===== src/rtl/bcs_pkg.sv =====
package bcs_pkg;
  localparam int unsigned COL_W   = 9;
  localparam int unsigned BL_W    = 3;
  localparam int unsigned MAX_LOG = 3;
  localparam logic [BL_W-1:0] BL_PAGE = '1;
endpackage


===== src/rtl/bcs_len_decode.sv =====
module bcs_len_decode #(
  parameter int unsigned COL_W   = bcs_pkg::COL_W,
  parameter int unsigned BL_W    = bcs_pkg::BL_W,
  parameter int unsigned MAX_LOG = bcs_pkg::MAX_LOG
) (
  input  logic [BL_W-1:0]  bl_i,
  input  logic             wr_i,
  input  logic             brsw_i,
  output logic [COL_W-1:0] mask_o,
  output logic             page_o
);
  localparam logic [BL_W-1:0] PAGE_CODE = '1;

  logic single;
  assign single = wr_i & brsw_i;

  always_comb begin
    mask_o = '0;
    page_o = 1'b0;
    if (!single) begin
      if (bl_i == PAGE_CODE) begin
        page_o = 1'b1;
        mask_o = '1;
      end else begin
        for (int unsigned k = 1; k <= MAX_LOG; k++) begin
          if (bl_i == BL_W'(k)) mask_o = (COL_W'(1) << k) - COL_W'(1);
        end
      end
    end
  end
endmodule


===== src/rtl/bcs_beat_ctr.sv =====
module bcs_beat_ctr #(
  parameter int unsigned COL_W = bcs_pkg::COL_W
) (
  input  logic             clk_i,
  input  logic             rst_ni,
  input  logic             start_i,
  input  logic             stop_i,
  input  logic             page_i,
  input  logic [COL_W-1:0] last_idx_i,
  output logic             active_o,
  output logic [COL_W-1:0] beat_o,
  output logic             last_o
);
  logic             active_q;
  logic [COL_W-1:0] beat_q;

  assign last_o   = active_q & ~page_i & (beat_q == last_idx_i);
  assign active_o = active_q;
  assign beat_o   = beat_q;

  always_ff @(posedge clk_i or negedge rst_ni) begin
    if (!rst_ni) begin
      active_q <= 1'b0;
      beat_q   <= '0;
    end else if (start_i) begin
      active_q <= 1'b1;
      beat_q   <= '0;
    end else if (stop_i || last_o) begin
      active_q <= 1'b0;
      beat_q   <= '0;
    end else if (active_q) begin
      beat_q <= beat_q + COL_W'(1);  // page wraps modulo 2^COL_W
    end
  end
endmodule


===== src/rtl/bcs_col_gen.sv =====
module bcs_col_gen #(
  parameter int unsigned COL_W = bcs_pkg::COL_W
) (
  input  logic [COL_W-1:0] base_i,
  input  logic [COL_W-1:0] beat_i,
  input  logic [COL_W-1:0] mask_i,
  input  logic             ilv_i,
  output logic [COL_W-1:0] col_o
);
  logic [COL_W-1:0] sum, lin, ilv;

  assign sum = base_i + beat_i;
  assign lin = (base_i & ~mask_i) | (sum & mask_i);
  assign ilv = base_i ^ (beat_i & mask_i);
  assign col_o = ilv_i ? ilv : lin;
endmodule


===== src/rtl/burst_col_seq.sv =====
module burst_col_seq #(
  parameter int unsigned COL_W   = bcs_pkg::COL_W,
  parameter int unsigned BL_W    = bcs_pkg::BL_W,
  parameter int unsigned MAX_LOG = bcs_pkg::MAX_LOG
) (
  input  logic             clk_i,
  input  logic             rst_ni,
  input  logic             start_i,
  input  logic [COL_W-1:0] col_i,
  input  logic             wr_i,
  input  logic             stop_i,
  input  logic [BL_W-1:0]  bl_i,
  input  logic             ilv_i,
  input  logic             brsw_i,
  output logic [COL_W-1:0] col_o,
  output logic             valid_o,
  output logic             last_o
);
  logic [COL_W-1:0] mask_d, mask_q, base_q, beat;
  logic             page_d, page_q, ilv_q, active, last;

  bcs_len_decode #(.COL_W(COL_W), .BL_W(BL_W), .MAX_LOG(MAX_LOG)) i_dec (
    .bl_i   (bl_i),
    .wr_i   (wr_i),
    .brsw_i (brsw_i),
    .mask_o (mask_d),
    .page_o (page_d)
  );

  always_ff @(posedge clk_i or negedge rst_ni) begin
    if (!rst_ni) begin
      base_q <= '0;
      mask_q <= '0;
      page_q <= 1'b0;
      ilv_q  <= 1'b0;
    end else if (start_i) begin
      base_q <= col_i;
      mask_q <= mask_d;
      page_q <= page_d;
      ilv_q  <= ilv_i & ~page_d;  // full page always linear
    end
  end

  bcs_beat_ctr #(.COL_W(COL_W)) i_ctr (
    .clk_i      (clk_i),
    .rst_ni     (rst_ni),
    .start_i    (start_i),
    .stop_i     (stop_i),
    .page_i     (page_q),
    .last_idx_i (mask_q),
    .active_o   (active),
    .beat_o     (beat),
    .last_o     (last)
  );

  bcs_col_gen #(.COL_W(COL_W)) i_col (
    .base_i (base_q),
    .beat_i (beat),
    .mask_i (mask_q),
    .ilv_i  (ilv_q),
    .col_o  (col_o)
  );

  assign valid_o = active;
  assign last_o  = last;
endmodule


===== config.mk =====
export PLATFORM = sky130hd
export DESIGN_NAME = burst_col_seq
export DESIGN_NICKNAME = d
export VERILOG_FILES = /design/src/rtl/bcs_pkg.sv /design/src/rtl/bcs_len_decode.sv /design/src/rtl/bcs_beat_ctr.sv /design/src/rtl/bcs_col_gen.sv /design/src/rtl/burst_col_seq.sv
export SDC_FILE = /design/constraint.sdc
export NUM_CORES = 1
export LEC_CHECK = 0
export ABC_AREA = 1
export CAP_MARGIN = 20
export CORE_AREA = 2 2 82 84
export CTS_BUF_LIST = sky130_fd_sc_hd__clkbuf_4 sky130_fd_sc_hd__clkbuf_8
export CTS_CLUSTER_DIAMETER = 200
export DETAILED_ROUTE_END_ITERATION = 6
export DIE_AREA = 0 0 84 86
export GPL_TIMING_DRIVEN = 0
export PLACE_DENSITY = 0.55
export SLEW_MARGIN = 20
export SYNTH_ARGS = -nofsm -noshare
export SYNTH_HDL_FRONTEND = slang
export SYNTH_SLANG_ARGS = --single-unit

===== constraint.sdc =====
create_clock -name clk_i -period 3.6 [get_ports clk_i]
set_input_delay 0.54 -clock clk_i [delete_from_list [all_inputs] [get_ports clk_i]]
set_output_delay 0.54 -clock clk_i [all_outputs]
set_load 0.005 [all_outputs]

==> results.tsv, run 1 <==
stage	metric	value	unit
synth	syn_area	1870	um^2
synth	yosys_warnings	0	
power	combPwrFrac	27.7	%
sta	worst_pin_slew	0.544	ns
power	p_int	0.479	mW
sta	min_period	3.05	ns
synth	syn_inst	254	
sta	rsz0062_at_grt	no	
power	clkPwrFrac	27.3	%
hold_path	hold_class	input pin to async pin	
power	p_leak	1.12	nW
drt	dr_total_vias	1661	
job	cap_violations	0	
drt	dr.first_iter.drc_count	75	
global_routing	grt_pass1_vias	1568	
power	swShare	29.3	%
global_routing	grt_max_degree	25	
synth	ys_types	33	
drt	routed_wl	4320	um
drt	vias_per_cell	4.56	
final_layout	nNetsFinal	326	
clock_network	numCtsBuffers	3	
sta	hold_viol_final	0	
clock_network	htree_levels	1	
critical_path	cp_data_required_time	3.06	ns
synth	ys_ff_latch	24	
clock_network	clk_latency	0.26	ns
drt	drc	0	
global_routing	grt_pass1_wl	7400	um
critical_path	worstSetupPathType	register to output port	
power	p_seq_share	45.0	%
synth	synth.top_cell.area_share	32.1	%
clock_network	clock_path_buffers	2	
global_routing	antenna_found_initial	0	
clock_network	postCtsResizedCells	0	
synth	yosysSeqAreaShare	32.1	%
sta	maxSlewViolCount	0	
final_layout	drive_gt1_share	6.27	%
power	ir_drop	0.000162	V
sta	period_share	84.6	%
critical_path	r2r_slack	1.84	ns
die	io_pins	30	
critical_path	cp-end-kind	output port	
sta	max_slew_margin	63.7	%
power	cellPowerDensity	294	nW/um^2
synth	synth_area_leaders	dfrtp_1 (32%), nand2_1 (13%), ha_1 (12%), inv_1 (6.6%), o21ai_0 (5.1%)	
critical_path	worstPathMaxFanout	5	
synth	synthesis.nets	292	
clock_network	cts_root_buf	clkbuf_8	
final_layout	antenna_cells	0	
die	die_area	7220	um^2
sta	finalSetupViolCount	0	
global_routing	track_usage	12.6	%
synth	synth_area_leader_cell	dfrtp_1	
status	status	finished, final reports clean	
drt	wire_per_inst	11.9	um
synth	avgSynthCellArea	7.36	um^2
critical_path	cp-start-kind	register	
place	dp_hpwl	3460	um
clock_network	cts_hold_buf	0	
critical_path	crit_arrival	2.51	ns
drt	drt-pass1-iter-count	4	
power	switchingPower	0.198	mW
die	rows	29	
sta	fmax	328	MHz
sta	timing.setup.tns	0	ns
power	p_total	0.677	mW
clock_network	cts.clk_slew.worst_paths	0.09	ns
clock_network	cts_tree	done	
clock_network	clock-sinks	24	
place	gp_congestion	0.832	
global_routing	grt_overflow_total	0	
drt	ant_nets	0	
clock_network	post_cts_buffers	0	
sta	clock_skew	0.00600	ns
die	initial_core_util	29.8	%
final_layout	areaGrowthSynthToFinish	23.4	%
die	core_region_area	6280	um^2
die	fp.dieW	84	um
die	die_height	86	um
place	io_buffers	29	
-- flip-flops by register name, summed over array words and instances (netlist names) --
signal          count
mask_q              4
i_ctr.active_o      1
i_ctr.beat_o        9
ilv_q               1
base_q              9
-- kinds of logic (layout without fill, tap and decap cells) --
logic type | count (synthesis) | after routing | synth area share, %
AOI/OAI and AO/OA | 46 | 46 | 13.6
xor gates and xnor gates | 11 | 11 | 5.15
adders and majority gates | 19 | 19 | 13.1
buffers and inverters | 39 | 72 | 7.97
DFF | 24 | 24 | 32.1
and+or+nand+nor | 115 | 115 | 28.0
-- power groups by stage --
stage / sequential (mW) / clock (mW) / combinational [mW]
final: 0.304 / 0.185 / 0.188
after global routing: 0.308 / 0.201 / 0.215
after CTS: 0.305 / 0.189 / 0.191
after detailed placement: 0.310 / 0 / 0.190
after global placement: 0.310 / 0 / 0.190
after floorplan: 0.305 / 0 / 0.104
-- per-stage QoR --
step           area, um^2  utilization, %  cells  worst slack [ns]  hold WS (ns)
2_1_floorplan        1870               -    254              1.54         0.244
3_3_place_gp         2260            35.9    360             0.825         0.531
3_5_place_dp         2250            35.9    360             0.823         0.543
4_1_cts              2310            36.7    364             0.526         0.280
5_1_grt              2310            36.7    364             0.345         0.285
6_report             2310            36.7    364             0.555         0.253
-- path summary, 6_finish.rpt --
path                       cells after the start                           to                        start
setup reg to reg                               5   i_ctr.active_o$_DFFE_PN0P_        mask_q[7]$_DFFE_PN0P_
setup / recovery                              13                     col_o[6]  i_ctr.beat_o[0]$_DFFE_PN0P_
hold reg to reg                                2        base_q[0]$_DFFE_PN0P_        base_q[0]$_DFFE_PN0P_
max in group asynchronous                      1  i_ctr.beat_o[5]$_DFFE_PN0P_                       rst_ni
hold / removal                                 1        mask_q[7]$_DFFE_PN0P_                       rst_ni
min in group clk_i                             2        base_q[0]$_DFFE_PN0P_        base_q[0]$_DFFE_PN0P_
-- layout by cell type, fill, tap and decap left out, types with 3 or more instances in the layout --
| cell type | Yosys | final |
|---|---|---|
| clkbuf_8 | 0 | 4 |
| xnor2_1 | 6 | 6 |
| inv_1 | 33 | 33 |
| xor2_1 | 5 | 5 |
| a21oi_1 | 15 | 15 |
| o22ai_1 | 4 | 4 |
| clkdlybuf4s50_1 | 0 | 28 |
| dfrtp_1 | 24 | 24 |
| nand3_1 | 16 | 16 |
| nand2_1 | 65 | 65 |
| o21ai_0 | 19 | 19 |
| ha_1 | 18 | 18 |
| nor2_1 | 20 | 20 |
| buf_2 | 2 | 3 |
-- synth_stat cells --
cell type and instances:
fa_1 1, clkbuf_1 2, a21oi_1 15, a21o_1 1, o21ai_1 2, nand3b_4 1, nand3_1 16, o21ai_0 19
o21ai_2 1, buf_2 2, o2bb2ai_1 1, nand4_1 2, o22ai_1 4, inv_1 33, xor2_1 5, dfrtp_1 24
a21boi_0 1, o21bai_1 1, nand2_1 65, xnor2_1 6, nor2_1 20, nor3b_2 1, nor3_1 1, or2_2 1
inv_2 2, nand3b_1 2, or2_1 1, ha_1 18, nand3_2 1, o311ai_0 1, nor3_2 2, nand2_4 1
nor2_2 1
-- layout make-up --
class                           count  area [um^2]
Fill cell                         701         3970
Clock buffer                        4         55.1
Inverter                           35          131
Multi-Input combinational cell    191         1120
Tap cell                           77         96.3
Sequential cell                    24          601
Buffer                              4         17.5
Timing Repair Buffer               29          285
-- metal layers --
layer,wire length (um),vias to the layer above,global-route usage [%]
met3,116,6,1.54
li1,-,902,-
met1,2270,726,18.6
met5,0,-,0
met2,1860,27,19.6
met4,63,0,3.37
-- worst max-delay path, cell delays in order, from the launching register on --
cell             delay, ns
dfrtp_1               0.44
ha_1                  0.21
inv_1                 0.06
fa_1                  0.37
inv_1                 0.08
nand2_1               0.07
nand2_1               0.13
nand3b_1              0.11
nand2_1               0.07
nand2_1               0.04
nand3_1               0.06
nand2_1               0.06
nand2_1               0.06
clkdlybuf4s50_1       0.50
Note: power is estimated with default switching activity, not from simulation.
==> run 2: changes to the inputs <==
==> constraint.sdc (replaced) <==
create_clock -name clk_i -period 3.05 [get_ports clk_i]
set_input_delay 0.4575 -clock clk_i [delete_from_list [all_inputs] [get_ports clk_i]]
set_output_delay 0.4575 -clock clk_i [all_outputs]
set_load 0.005 [all_outputs]
==> results.tsv, run 2 (synthesis results as in run 1) <==
stage	metric	value	unit
die	rows	29	
sta	maxSlewViolCount	0	
global_routing	grt_pass1_vias	1568	
critical_path	reg2reg_from	mask_q[7]$_DFFE_PN0P_	
job	cap_violations	0	
hold_path	hold_class	input pin to async pin	
clock_network	cts_root_buf	clkbuf_8	
clock_network	clock-sinks	24	
die	initial_core_util	29.8	%
die	die_area	7220	um^2
final_layout	areaGrowthSynthToFinish	25.0	%
place	place_area	2250	um^2
sta	max_slew_margin	63.8	%
global_routing	grt_pass1_wl	7400	um
drt	drt-pass1-iter-count	4	
drt	drc	0	
power	ir_drop	0.000186	V
final_layout	fin_area	2340	um^2
drt	wire_per_inst	11.8	um
drt	vias_per_cell	4.60	
final_layout	antenna_cells	0	
sta	timing.setup.tns	0	ns
clock_network	cts_tree	done	
sta	fmax	352	MHz
global_routing	grt_max_degree	25	
place	dp_hpwl	3460	um
die	core_region_area	6280	um^2
critical_path	cp-startpoint	i_ctr.beat_o[0]$_DFFE_PN0P_	
sta	finalSetupViolCount	0	
drt	ant_nets	0	
final_layout	nNetsFinal	329	
sta	clock_skew	0.00792	ns
drt	dr.first_iter.drc_count	84	
clock_network	htree_levels	1	
power	cellPowerDensity	344	nW/um^2
clock_network	clk_latency	0.26	ns
sta	min_period	2.84	ns
clock_network	numCtsBuffers	3	
critical_path	worstPathMaxFanout	3	
clock_network	cts_hold_buf	0	
global_routing	antenna_found_initial	0	
final_layout	drive_gt1_share	8.28	%
status	status	finished, final reports clean	
power	p_leak	1.13	nW
critical_path	crit_arrival	2.38	ns
sta	period_share	93.1	%
sta	worst_pin_slew	0.543	ns
place	gp_congestion	0.832	
global_routing	track_usage	12.6	%
place	io_buffers	29	
clock_network	cts.clk_slew.worst_paths	0.09	ns
clock_network	clock_path_buffers	2	
final_layout	mostFrequentLayoutCell	nand2_1	
die	die_height	86	um
sta	hold_viol_final	0	
drt	dr_total_vias	1688	
critical_path	cp-end-kind	output port	
final_layout	layout_common_cells	nand2_1 (63), inv_1 (33), clkdlybuf4s50_1 (28)	
critical_path	cp_data_required_time	2.59	ns
die	fp.dieW	84	um
global_routing	grt_overflow_total	0	
critical_path	worstSetupPathType	register to output port	
sta	rsz0062_at_grt	no	
drt	routed_wl	4330	um
die	io_pins	30	
critical_path	cp-start-kind	register	
run 2: path summary, 6_finish.rpt:
path	slack [ns]	end	depth (start not counted)
worst max-delay path	0.21	col_o[6]	13
worst min-delay path	0.17	mask_q[7]$_DFFE_PN0P_	1
worst max register to register	1.28	i_ctr.active_o$_DFFE_PN0P_	5
worst min register to register	0.56	base_q[3]$_DFFE_PN0P_	2
max in group asynchronous	2.52	i_ctr.beat_o[5]$_DFFE_PN0P_	1
min in group clk_i	0.56	base_q[3]$_DFFE_PN0P_	2
run 2: area by class of cell:
| type | instances | area, um^2 |
|---|---|---|
| Timing Repair Buffer | 32 | 308 |
| Multi-Input combinational cell | 191 | 1130 |
| Fill cell | 700 | 3940 |
| Tap cell | 77 | 96.3 |
| Clock buffer | 4 | 55.1 |
| Inverter | 35 | 131 |
| Buffer | 4 | 17.5 |
| Sequential cell | 24 | 601 |
run 2: stage by stage:
stage / total power, mW / cells / setup WS, ns / hold slack [ns] / util [%]
after global routing: 0.859 / 367 / 0.000920 / 0.203 / 37.2
final: 0.803 / 367 / 0.211 / 0.169 / 37.2
after detailed placement: 0.590 / 360 / 0.355 / 0.485 / 35.9
after CTS: 0.808 / 364 / 0.0586 / 0.197 / 36.7
after global placement: 0.590 / 360 / 0.357 / 0.531 / 35.9
after floorplan: 0.482 / 254 / 1.07 / 0.162 / -
run 2: power by group:
group | leakage, nW | internal, mW | switching, mW | total (mW)
combinational | 0.795 | 0.117 | 0.110 | 0.227
sequential | 0.310 | 0.336 | 0.0217 | 0.358
clock | 0.0288 | 0.115 | 0.102 | 0.218
total | 1.13 | 0.569 | 0.234 | 0.803
run 2: layer usage:
metal / wire (um) / track usage (%) / vias up
met1: 2250 / 18.6 / 741
met5: 0 / 0 / -
li1: - / - / 906
met3: 126 / 1.54 / 6
met2: 1890 / 19.6 / 35
met4: 63 / 3.37 / 0
run 2: what timing repair did:
item | in CTS | in global routing
resized for setup | 0 | 4
setup buffers | 0 | 3
setup endpoints to repair | 0 | 3
run 2: critical path, stage by stage (launching register included):
cell             delay [ns]
dfrtp_1                0.39
ha_2                   0.19
inv_1                  0.05
fa_1                   0.36
inv_1                  0.09
nand2_2                0.06
nand2_2                0.09
nand3b_1               0.10
nand2_1                0.07
nand2_1                0.04
nand3_1                0.06
nand2_1                0.06
nand2_1                0.06
clkdlybuf4s50_1        0.50
==> run 3: changes to the inputs <==
--- a/config.mk
+++ b/config.mk
@@ -13,7 +13,7 @@
 export DETAILED_ROUTE_END_ITERATION = 6
 export DIE_AREA = 0 0 84 86
 export GPL_TIMING_DRIVEN = 0
-export PLACE_DENSITY = 0.55
+export REMOVE_ABC_BUFFERS = 1
 export SLEW_MARGIN = 20
 export SYNTH_ARGS = -nofsm -noshare
 export SYNTH_HDL_FRONTEND = slang
==> results.tsv, run 3 (synthesis results as in run 1) <==
stage	metric	value	unit
status	status	finished, final reports clean	
clock_network	cts.clk_slew.worst_paths	0.08	ns
final_layout	mostFrequentLayoutCell	nand2_1	
place	dp.cells	356	
drt	wire_per_inst	11.6	um
job	cap_violations	0	
clock_network	cts_root_buf	clkbuf_8	
final_layout	antenna_cells	0	
drt	wl_met2	1930	um
global_routing	track_usage	12.6	%
critical_path	worstSetupPathType	register to output port	
place	dp_hpwl	3220	um
clock_network	numCtsBuffers	3	
sta	hold_viol_final	0	
sta	max_slew_margin	47.1	%
drt	ant_nets	0	
sta	timing.setup.tns	0	ns
critical_path	cp-start-kind	register	
power	clkPwrFrac	24.4	%
critical_path	path_cells	ha_2 > inv_1 > fa_1 > inv_1 > nand2_1 > nand2_2 > nand2_1 > xnor2_1 > o21ai_0 > nand2_1 > clkdlybuf4s50_1	
power	p_seq_share	47.3	%
power	p_int	0.538	mW
drt	drc	0	
sta	period_share	92.5	%
final_layout	nNetsFinal	324	
sta	fmax	354	MHz
drt	routed-wl-met3	155	um
power	combPwrFrac	28.4	%
clock_network	cts_hold_buf	0	
drt	dr.first_iter.drc_count	60	
critical_path	worstPathMaxFanout	4	
die	fp.dieW	84	um
clock_network	clock-sinks	24	
clock_network	htree_levels	1	
critical_path	crit_top_cell	nand2_1	
drt	drt-pass1-iter-count	4	
critical_path	r2r_slack	1.30	ns
final_layout	final_cells	361	
power	swShare	29.9	%
critical_path	slowest_delay	0.44	ns
sta	clock_skew	0.00517	ns
critical_path	worst_r2r_endpoint	i_ctr.active_o$_DFFE_PN0P_	
global_routing	grt_pass1_wl	7480	um
power	ir_drop	0.000149	V
place	io_buffers	29	
global_routing	grt_overflow_total	0	
die	rows	29	
drt	top_layer_used	met4	
final_layout	layout_common_cells	nand2_1 (64), inv_1 (33), clkdlybuf4s50_1 (26)	
critical_path	reg2reg_depth	5	
power	p_leak	1.13	nW
die	io_pins	30	
die	die_height	86	um
power	cellPowerDensity	332	nW/um^2
drt	m1WireLength	2060	um
critical_path	cp_data_required_time	2.59	ns
global_routing	antenna_found_initial	0	
final_layout	areaGrowthSynthToFinish	23.4	%
clock_network	clk_latency	0.27	ns
global_routing	grt_pass1_vias	1666	
critical_path	crit_arrival	2.36	ns
sta	min_period	2.82	ns
global_routing	grt_max_degree	25	
critical_path	cp-end-kind	output port	
drt	vias_per_cell	4.63	
final_layout	drive_gt1_share	7.39	%
critical_path	crit_path_top_delay_cell	clkdlybuf4s50_1	
sta	worst_pin_slew	0.791	ns
sta	rsz0062_at_grt	no	
place	gp_congestion	0.810	
clock_network	cts_tree	done	
die	initial_core_util	29.8	%
power	switchingPower	0.229	mW
critical_path	reg2reg_from	mask_q[7]$_DFFE_PN0P_	
die	die_area	7220	um^2
die	core_region_area	6280	um^2
clock_network	clock_path_buffers	2	
drt	routed_wl	4180	um
drt	dr_total_vias	1670	
sta	finalSetupViolCount	0	
hold_path	hold_class	input pin to async pin	
sta	maxSlewViolCount	0	
==> run 3: layer usage <==
metal / global-route usage (%) / vias to the layer above
met2: 22.1 / 24
met1: 16.3 / 748
met5: 0 / -
met4: 2.64 / 0
met3: 2.02 / 4
li1: - / 894
==> run 3: layout make-up <==
| type | count | area [um^2] |
|---|---|---|
| clock buffer | 3 | 41.3 |
| fill | 668 | 3970 |
| inverter | 35 | 131 |
| multi-input combinational | 191 | 1130 |
| sequential | 24 | 602 |
| tap | 77 | 96.3 |
| timing repair buffer | 31 | 305 |
==> run 3: per-stage QoR <==
stage / area [um^2] / total power, mW / utilization, % / hold slack (ns) / worst slack (ns)
3_5_place_dp: 2230 / 0.586 / 35.6 / 0.485 / 0.346
3_3_place_gp: 2240 / 0.585 / 35.7 / 0.521 / 0.376
4_1_cts: 2270 / 0.781 / 36.2 / 0.186 / 0.0435
6_report: 2310 / 0.767 / 36.7 / 0.168 / 0.229
2_1_floorplan: 1850 / 0.477 / - / 0.162 / 1.07
5_1_grt: 2310 / 0.830 / 36.7 / 0.205 / 0.0709
==> run 3: timing repair <==
action                     4_1_cts  5_1_grt
resized for setup                0        6
setup buffers                    0        2
setup endpoints to repair        0        3
==> run 3: power by group through the flow <==
stage	clock, mW	combinational (mW)	sequential [mW]
3_5_place_dp	0	0.217	0.370
3_3_place_gp	0	0.216	0.369
5_1_grt	0.215	0.248	0.366
6_report	0.187	0.217	0.362
4_1_cts	0.199	0.218	0.363
2_1_floorplan	0	0.116	0.362
==> run 3: worst max-delay path by stage <==
stage	from	to
5_1_grt	i_ctr.beat_o[0]$_DFFE_PN0P_	col_o[4]
6_report	i_ctr.beat_o[0]$_DFFE_PN0P_	col_o[4]
3_3_place_gp	i_ctr.beat_o[0]$_DFFE_PN0P_	col_o[8]
2_1_floorplan	i_ctr.beat_o[0]$_DFFE_PN0P_	col_o[4]
4_1_cts	i_ctr.beat_o[0]$_DFFE_PN0P_	col_o[8]
3_5_place_dp	i_ctr.beat_o[0]$_DFFE_PN0P_	col_o[8]
==> run 3: worst max-delay path: cells and delay by family (launching register included) <==
family          cells  cell delay [ns]
simple gates        4             0.33
fa+ha+maj           2             0.54
flops               1             0.40
buf+inv             3             0.57
compound gates      1             0.15
xor+xnor            1             0.12
